## config.mk

```make
export PLATFORM = sky130hd
export DESIGN_NAME = scsi_isr_unit
export DESIGN_NICKNAME = d
export VERILOG_FILES = /design/src/rtl/scsi_isr_pkg.sv /design/src/rtl/isr_cause_reg.sv /design/src/rtl/isr_status_regs.sv /design/src/rtl/isr_cmd_decode.sv /design/src/rtl/scsi_isr_unit.sv
export SDC_FILE = /design/constraint.sdc
export NUM_CORES = 1
export LEC_CHECK = 0
export BUFFER_PORTS_ARGS = -buffer_cell sky130_fd_sc_hd__clkbuf_2
export CAP_MARGIN = 10
export CORE_MARGIN = 2
export CORE_UTILIZATION = 38
export CTS_CLUSTER_DIAMETER = 40
export DETAILED_ROUTE_END_ITERATION = 10
export PLACE_DENSITY_LB_ADDON = 0.08
export SLEW_MARGIN = 25
export SYNTH_ARGS = -nofsm -noshare
export SYNTH_HDL_FRONTEND = slang
export SYNTH_SLANG_ARGS = --single-unit
```

## constraint.sdc

```tcl
create_clock -name clk_i -period 1.6 [get_ports clk_i]
set_clock_uncertainty 0.2 [all_clocks]
set_input_delay 0.08 -clock clk_i [delete_from_list [all_inputs] [get_ports clk_i]]
set_output_delay 0.08 -clock clk_i [all_outputs]
set_load 0.01 [all_outputs]
```

## src/rtl/scsi_isr_pkg.sv

```systemverilog
package scsi_isr_pkg;
  localparam int REG_W = 8;

  // interrupt cause bit positions
  localparam int CAUSE_FC  = 3;
  localparam int CAUSE_BS  = 4;
  localparam int CAUSE_DC  = 5;
  localparam int CAUSE_RST = 7;

  // status bit positions (phase occupies the low bits)
  localparam int STAT_TC  = 4;
  localparam int STAT_INT = 7;

  typedef enum logic [2:0] {
    A_STAT  = 3'd0,
    A_INTR  = 3'd1,
    A_SEQ   = 3'd2,
    A_FLAGS = 3'd3,
    A_CFG   = 3'd4,
    A_CMD   = 3'd5
  } reg_addr_e;

  localparam int CMD_DMA_BIT = 7;
  typedef enum logic [6:0] {
    OP_NOP     = 7'h00,
    OP_BUS_RST = 7'h03,
    OP_XFER    = 7'h10,
    OP_MSG_ACC = 7'h12,
    OP_SEL_EN  = 7'h44,
    OP_SEL_DIS = 7'h45
  } cmd_op_e;
endpackage

```

## src/rtl/isr_cause_reg.sv

```systemverilog
module isr_cause_reg #(
  parameter int W = 8
) (
  input  logic         clk_i,
  input  logic         rst_ni,
  input  logic [W-1:0] set_i,
  input  logic         clr_i,
  output logic [W-1:0] cause_o,
  output logic         pend_o
);
  logic [W-1:0] cause_q;

  // posting wins over clearing so no cause is lost
  for (genvar i = 0; i < W; i++) begin : g_bit
    always_ff @(posedge clk_i or negedge rst_ni) begin
      if (!rst_ni)       cause_q[i] <= 1'b0;
      else if (set_i[i]) cause_q[i] <= 1'b1;
      else if (clr_i)    cause_q[i] <= 1'b0;
    end
  end

  assign cause_o = cause_q;
  assign pend_o  = |cause_q;

  assert_clr_empties_R3: assert property (@(posedge clk_i) disable iff (!rst_ni)
    (clr_i && set_i == '0) |=> cause_q == '0);
  assert_set_lands_R4: assert property (@(posedge clk_i) disable iff (!rst_ni)
    (set_i != '0) |=> ((cause_q & $past(set_i)) == $past(set_i)));
  assert_hold_R2: assert property (@(posedge clk_i) disable iff (!rst_ni)
    (!clr_i && set_i == '0) |=> $stable(cause_q));
endmodule

```

## src/rtl/isr_status_regs.sv

```systemverilog
module isr_status_regs #(
  parameter int PHASE_W = 3,
  parameter int SEQ_W   = 3,
  parameter int FLAG_W  = 8
) (
  input  logic               clk_i,
  input  logic               rst_ni,
  input  logic               phase_we_i,
  input  logic [PHASE_W-1:0] phase_i,
  input  logic               tc_set_i,
  input  logic               tc_clr_i,
  input  logic               seq_we_i,
  input  logic [SEQ_W-1:0]   seq_i,
  input  logic               seq_clr_i,
  input  logic               flags_we_i,
  input  logic [FLAG_W-1:0]  flags_i,
  input  logic               flags_clr_i,
  output logic [PHASE_W-1:0] phase_o,
  output logic               tc_o,
  output logic [SEQ_W-1:0]   seq_o,
  output logic [FLAG_W-1:0]  flags_o
);
  logic [PHASE_W-1:0] phase_q;
  logic               tc_q;
  logic [SEQ_W-1:0]   seq_q;
  logic [FLAG_W-1:0]  flags_q;

  always_ff @(posedge clk_i or negedge rst_ni) begin
    if (!rst_ni)         phase_q <= '0;
    else if (phase_we_i) phase_q <= phase_i;
  end

  always_ff @(posedge clk_i or negedge rst_ni) begin
    if (!rst_ni)       tc_q <= 1'b0;
    else if (tc_set_i) tc_q <= 1'b1;
    else if (tc_clr_i) tc_q <= 1'b0;
  end

  // sequencer loads win over host-side clears
  always_ff @(posedge clk_i or negedge rst_ni) begin
    if (!rst_ni)        seq_q <= '0;
    else if (seq_we_i)  seq_q <= seq_i;
    else if (seq_clr_i) seq_q <= '0;
  end

  always_ff @(posedge clk_i or negedge rst_ni) begin
    if (!rst_ni)          flags_q <= '0;
    else if (flags_we_i)  flags_q <= flags_i;
    else if (flags_clr_i) flags_q <= '0;
  end

  assign phase_o = phase_q;
  assign tc_o    = tc_q;
  assign seq_o   = seq_q;
  assign flags_o = flags_q;

  assert_tc_hold_R11: assert property (@(posedge clk_i) disable iff (!rst_ni)
    (!tc_set_i && !tc_clr_i) |=> $stable(tc_o));
  assert_seq_clear_R3: assert property (@(posedge clk_i) disable iff (!rst_ni)
    (seq_clr_i && !seq_we_i) |=> seq_o == '0);
endmodule

```

## src/rtl/isr_cmd_decode.sv

```systemverilog
module isr_cmd_decode
  import scsi_isr_pkg::*;
#(
  parameter int W = 8
) (
  input  logic         clk_i,
  input  logic         rst_ni,
  input  logic         cmd_we_i,
  input  logic [W-1:0] cmd_i,
  input  logic         rpt_dis_i,
  input  logic         fifo_wr_i,
  output logic [W-1:0] cmd_o,
  output logic [W-1:0] post_o,
  output logic         intr_clr_o,
  output logic         seq_flags_clr_o
);
  localparam logic [W-1:0] XFER_PIO = W'(OP_XFER);

  logic [W-1:0] cmd_q;
  logic [6:0]   op;

  always_ff @(posedge clk_i or negedge rst_ni) begin
    if (!rst_ni)       cmd_q <= '0;
    else if (cmd_we_i) cmd_q <= cmd_i;
  end

  assign op = cmd_i[6:0];

  always_comb begin
    post_o          = '0;
    intr_clr_o      = 1'b0;
    seq_flags_clr_o = 1'b0;
    if (cmd_we_i) begin
      case (op)
        OP_BUS_RST: post_o[CAUSE_RST] = !rpt_dis_i;
        OP_MSG_ACC: begin
          post_o[CAUSE_DC] = 1'b1;
          seq_flags_clr_o  = 1'b1;
        end
        OP_SEL_EN, OP_SEL_DIS: intr_clr_o = 1'b1;
        default: ;
      endcase
    end
    // programmed-I/O transfer: every host FIFO byte raises an interrupt
    if (fifo_wr_i && cmd_q == XFER_PIO) begin
      post_o[CAUSE_FC] = 1'b1;
      post_o[CAUSE_BS] = 1'b1;
    end
  end

  assign cmd_o = cmd_q;
endmodule

```

## src/rtl/scsi_isr_unit.sv

```systemverilog
module scsi_isr_unit
  import scsi_isr_pkg::*;
#(
  parameter int          ADDR_W      = 3,
  parameter int          PHASE_W     = 3,
  parameter int          SEQ_W       = 3,
  parameter logic [7:0]  CFG_RST_VAL = 8'h07,
  parameter int          RPT_DIS_BIT = 6
) (
  input  logic               clk_i,
  input  logic               rst_ni,
  input  logic               reg_rd_i,
  input  logic               reg_wr_i,
  input  logic [ADDR_W-1:0]  reg_addr_i,
  input  logic [7:0]         reg_wdata_i,
  output logic [7:0]         reg_rdata_o,
  input  logic               fifo_wr_i,
  input  logic               ev_fc_i,
  input  logic               ev_bs_i,
  input  logic               ev_dc_i,
  input  logic               tc_set_i,
  input  logic               phase_we_i,
  input  logic [PHASE_W-1:0] phase_i,
  input  logic               seq_we_i,
  input  logic [SEQ_W-1:0]   seq_i,
  input  logic               flags_we_i,
  input  logic [7:0]         flags_i,
  output logic               irq_o
);
  localparam int W = REG_W;

  logic          sel_intr, sel_cfg, sel_cmd;
  logic          intr_rd;
  logic [W-1:0]  cfg_q;
  logic [W-1:0]  cmd_q, post, cause_set, cause;
  logic          cmd_intr_clr, seq_flags_clr, pend;
  logic [PHASE_W-1:0] phase;
  logic          tc;
  logic [SEQ_W-1:0] seq;
  logic [W-1:0]  flags;
  logic [W-1:0]  stat;

  assign sel_intr = reg_addr_i == ADDR_W'(A_INTR);
  assign sel_cfg  = reg_addr_i == ADDR_W'(A_CFG);
  assign sel_cmd  = reg_addr_i == ADDR_W'(A_CMD);
  assign intr_rd  = reg_rd_i && sel_intr;

  always_ff @(posedge clk_i or negedge rst_ni) begin
    if (!rst_ni)                 cfg_q <= CFG_RST_VAL;
    else if (reg_wr_i && sel_cfg) cfg_q <= reg_wdata_i;
  end

  isr_cmd_decode #(.W(W)) u_dec (
    .clk_i           (clk_i),
    .rst_ni          (rst_ni),
    .cmd_we_i        (reg_wr_i && sel_cmd),
    .cmd_i           (reg_wdata_i),
    .rpt_dis_i       (cfg_q[RPT_DIS_BIT]),
    .fifo_wr_i       (fifo_wr_i),
    .cmd_o           (cmd_q),
    .post_o          (post),
    .intr_clr_o      (cmd_intr_clr),
    .seq_flags_clr_o (seq_flags_clr)
  );

  always_comb begin
    cause_set           = post;
    cause_set[CAUSE_FC] = post[CAUSE_FC] | ev_fc_i;
    cause_set[CAUSE_BS] = post[CAUSE_BS] | ev_bs_i;
    cause_set[CAUSE_DC] = post[CAUSE_DC] | ev_dc_i;
  end

  isr_cause_reg #(.W(W)) u_cause (
    .clk_i   (clk_i),
    .rst_ni  (rst_ni),
    .set_i   (cause_set),
    .clr_i   (intr_rd || cmd_intr_clr),
    .cause_o (cause),
    .pend_o  (pend)
  );

  isr_status_regs #(.PHASE_W(PHASE_W), .SEQ_W(SEQ_W), .FLAG_W(W)) u_stat (
    .clk_i       (clk_i),
    .rst_ni      (rst_ni),
    .phase_we_i  (phase_we_i),
    .phase_i     (phase_i),
    .tc_set_i    (tc_set_i),
    .tc_clr_i    (intr_rd),
    .seq_we_i    (seq_we_i),
    .seq_i       (seq_i),
    .seq_clr_i   (intr_rd || seq_flags_clr),
    .flags_we_i  (flags_we_i),
    .flags_i     (flags_i),
    .flags_clr_i (seq_flags_clr),
    .phase_o     (phase),
    .tc_o        (tc),
    .seq_o       (seq),
    .flags_o     (flags)
  );

  always_comb begin
    stat                = '0;
    stat[PHASE_W-1:0]   = phase;
    stat[STAT_TC]       = tc;
    stat[STAT_INT]      = pend;
  end

  always_comb begin
    case (reg_addr_i)
      ADDR_W'(A_STAT):  reg_rdata_o = stat;
      ADDR_W'(A_INTR):  reg_rdata_o = cause;
      ADDR_W'(A_SEQ):   reg_rdata_o = W'(seq);
      ADDR_W'(A_FLAGS): reg_rdata_o = flags;
      ADDR_W'(A_CFG):   reg_rdata_o = cfg_q;
      ADDR_W'(A_CMD):   reg_rdata_o = cmd_q;
      default:          reg_rdata_o = '0;
    endcase
  end

  assign irq_o = pend;

  assert_rst_masked_R5: assert property (@(posedge clk_i) disable iff (!rst_ni)
    (reg_wr_i && sel_cmd && reg_wdata_i[6:0] == OP_BUS_RST && cfg_q[RPT_DIS_BIT]
     && !cause[CAUSE_RST]) |=> !cause[CAUSE_RST]);
  assert_read_drops_irq_R3: assert property (@(posedge clk_i) disable iff (!rst_ni)
    (intr_rd && !ev_fc_i && !ev_bs_i && !ev_dc_i && !fifo_wr_i) |=> !irq_o);
endmodule

```

==> summary by stage <==
Status
The flow ran to the end, but the final reports show violations. The final reports fail on setup timing.

CTS
The later pin in the worst-skew pair is clocked with a latency of 0.29 ns. After clock tree synthesis, the clock-pin slew on the worst setup and hold paths is 0.07 ns. The number of clock sinks seen by CTS is 35.

The root buffer cell chosen for the clock tree is sky130_fd_sc_hd__clkbuf_8. TritonCTS built the clock tree. In this run, CTS created clock tree buffers numbering 5. The maximum buffer depth of the clock tree is 2. The total number of H-tree levels is 2.

Timing
Setup repair after global routing could not meet its margin everywhere. At the pin with the least slew margin, the transition time is 0.4659 ns. Once routing completed, OpenROAD measured the worst setup slack at -0.5052 ns. Setup violations remaining at the end of the flow were counted as 7. The final period demand of the worst path is 2.105 ns. The final clock period utilization by the worst path is 131.6%. The worst slew slack as a fraction of its limit is 68.94%. The highest achievable clock rate is 0.4750 GHz. The number of hold-slack violations in the final timing report is 0. The max-slew violation count was 0.

Yosys
The largest area contributor in the netlist is sky130_fd_sc_hd__dfrtp_1. The mapped netlist covers 1765 um^2. Of all flip-flops after synthesis, the portion carrying an async set or reset was 100.0%.

Yosys mapped a number of flops with a built-in enable equal to 0. In this run the biggest area consumer among cell types represents 45.36% of the synthesized area. The top flip-flop cell by instance count after synthesis is sky130_fd_sc_hd__dfrtp_1. Counting every net in the synthesized netlist gives 202. The total of flip-flops plus latches after synthesis is 35. Synthesis handed over a netlist of 165 instances. The Yosys step of the flow raised 0 warnings.

Sorting the synthesized cells by area gives the leading types as sky130_fd_sc_hd__dfrtp_1 45%, sky130_fd_sc_hd__mux2_2 10%, sky130_fd_sc_hd__nand2_1 6.8%. Of the synthesized area, sequential elements account for 49.82%. A synthesized cell averages 10.70 um^2. The number of distinct library cells after synthesis is 38.

Critical path
Of all nets on the critical path, the largest fanout is 2. The sort of element at the start of the critical path is a flip-flop. The critical path in this run is classified as reg2out.

Data on the critical path arrives at its endpoint at 1.83 ns. The kind of end point of the critical path is an output port. The launch point of the worst reg-to-reg path is u_stat.phase_o[0].

The data required time of the worst path is 1.32 ns. Tracing the worst setup path back leads to its startpoint at u_cause.cause_o[4].

Floorplan
The initial core utilization is 39.99%. The number of rows created at floorplan is 24. Pin placement for this block handled 46 I/O pins. The die boundary width is 72.16 um.

The overall die area is 5207 um^2. The area of the core is 4414 um^2. The die is 72.16 um tall.

Route
The routed layout has 1634 vias. The first detailed-routing pass took 5 iterations. In the routed design, unresolved DRC markers number 0.

The post-detailed-routing wire length is 5000 um. Dividing the detail-routed via count by the number of cells gives 5.155. The number of routed nets with antenna violations is 0.

The detailed router finished its first iteration with 104 violations. The routed wirelength normalized by instance count is 15.77 um.

Finish
The most common cell after layout, fill and taps aside is sky130_fd_sc_hd__clkbuf_2. In the layout the commonest cells are 41 x sky130_fd_sc_hd__clkbuf_2, 38 x sky130_fd_sc_hd__dlygate4sd3_1, 32 x sky130_fd_sc_hd__nand2_1, 32 x sky130_fd_sc_hd__dfrtp_1, 16 x sky130_fd_sc_hd__buf_4. The number of antenna diodes in the final layout is 0. For this run, the number of standard cells in the final layout without fillers is 317. After filler insertion, the fill cell instance count of the layout stands at 376. Cells with a size suffix above 1 make up 38.11% of the layout. The area growth from synthesis to layout is 51.38%. The net total in the final layout is 301.

GRT
The total track usage is 20.75%. The number of antenna violations at the first check in global routing is 0. The first global-routing pass estimated 8300 um of wire. Entering global routing, the biggest net connects 36 pins. Global routing finished with a remaining overflow of 0. The via count of the first global-routing pass is 1774.

Power
For this design the ratio of total power to cell area is 833.3 nW/um^2. Summed over all cells, the static leakage comes to 1.252 nW. The maximum vdd drop is 520.7 uV.

Run
The tool flagged a number of max-cap violations equal to 0.

Min path
In this run the most critical hold path is launched from flags_we_i. The tightest min-delay check is of the in2reg type.

Placement
The worst slack at placement is -0.1673 ns. The last weighted congestion value of the routability-driven placer is 0.8714. Port buffering added 45 buffers.

The post-placement cell count is 269. The post-detailed-placement half-perimeter wirelength is 3454 um.
power by group:
group / total, mW / switching, mW / internal, mW
clock network: 0.623 / 0.318 / 0.304
registers: 1.11 / 0.0913 / 1.02
logic: 0.497 / 0.210 / 0.288
worst max-delay path, stage by stage, from the launching register on:
cell	delay (ns)
sky130_fd_sc_hd__dfrtp_1	0.39
sky130_fd_sc_hd__or4_4	0.54
sky130_fd_sc_hd__mux2_4	0.29
sky130_fd_sc_hd__a22o_1	0.20
sky130_fd_sc_hd__clkbuf_2	0.13
layout make-up:
| cell class | instances | area, um^2 | area share, % |
|---|---|---|---|
| multi-input cells | 118 | 883.3 | 33.05 |
| flip-flops and latches | 35 | 879.6 | 32.91 |
| repair buffers | 101 | 748.2 | 28.00 |
| clock buffers | 6 | 72.57 | 2.715 |
| well taps | 52 | 65.06 | 2.434 |
| clock inverters | 2 | 12.51 | 0.4682 |
| inverters | 3 | 11.26 | 0.4213 |
worst paths after layout:
kind	cells after the start	end	slack (ns)
max	4	reg_rdata_o[7]	-0.51
min	3	u_stat.flags_o[3]	0.01
max reg2reg	2	u_stat.phase_o[0]	0.10
min reg2reg	1	cfg_q[5]	0.31
max in group asynchronous	3	cfg_q[0]	0.68
min in group asynchronous	3	cfg_q[3]	0.16
routing by layer:
layer	part of all wire, %	track usage, %	vias up
met5	0	0	-
met4	0.78	4.403	0
met3	5.4	5.000	4
met2	50	36.09	42
met1	43	26.25	792
li1	-	-	796
through the flow:
step / util (%) / hold slack (ns) / setup TNS, ns / area [um^2] / power (mW)
after floorplan: - / -0.4156 / -0.07801 / 1765 / 1.318
after global placement: 47.90 / -0.06793 / -0.1272 / 2115 / 1.487
after detailed placement: 47.90 / -0.05154 / -0.1673 / 2115 / 1.501
after CTS: 59.64 / 0.002225 / -0.7458 / 2633 / 2.223
after global routing: 60.54 / 0.03618 / -1.189 / 2673 / 2.359
final: 60.54 / 0.01287 / -0.6931 / 2673 / 2.227
timing repair:
action,in CTS,in global routing
pin swaps,4,1
buffers inserted,2,2
endpoints found under the setup margin,8,9
hold endpoints to repair,69,0
resized for setup,11,11
hold buffers,38,0
logic make-up after synthesis:
logic type	count (synthesis)	synth area share, %
and+or+nand+nor	64	19.06
DFF	35	49.82
AOI/OAI and AO/OA	34	14.53
muxes	20	12.47
buffers and inverters	12	4.111
cell usage after synthesis, drive strengths merged (2+ instances only):
cell and instances:
dfrtp 32, nand2 32, mux2 16, o21ai 11, nand2b 8, buf 7
a221oi 6, nor2 5, a22o 4, mux2i 4, a211o 3, and3 3
dfstp 3, inv 3, nand3 3, a2bb2oi 2, and4b 2, clkbuf 2
nor2b 2, nor3b 2
sequential cells by signal (all words and copies together), names as in the netlist:
signal and flops:
u_stat.tc_o 1, u_stat.seq_o 3, u_stat.phase_o 3, u_stat.flags_o 8
cfg_q 8, u_cause.cause_o 4, u_dec.cmd_o 8
No activity file was read; power rests on OpenSTA's default activity.
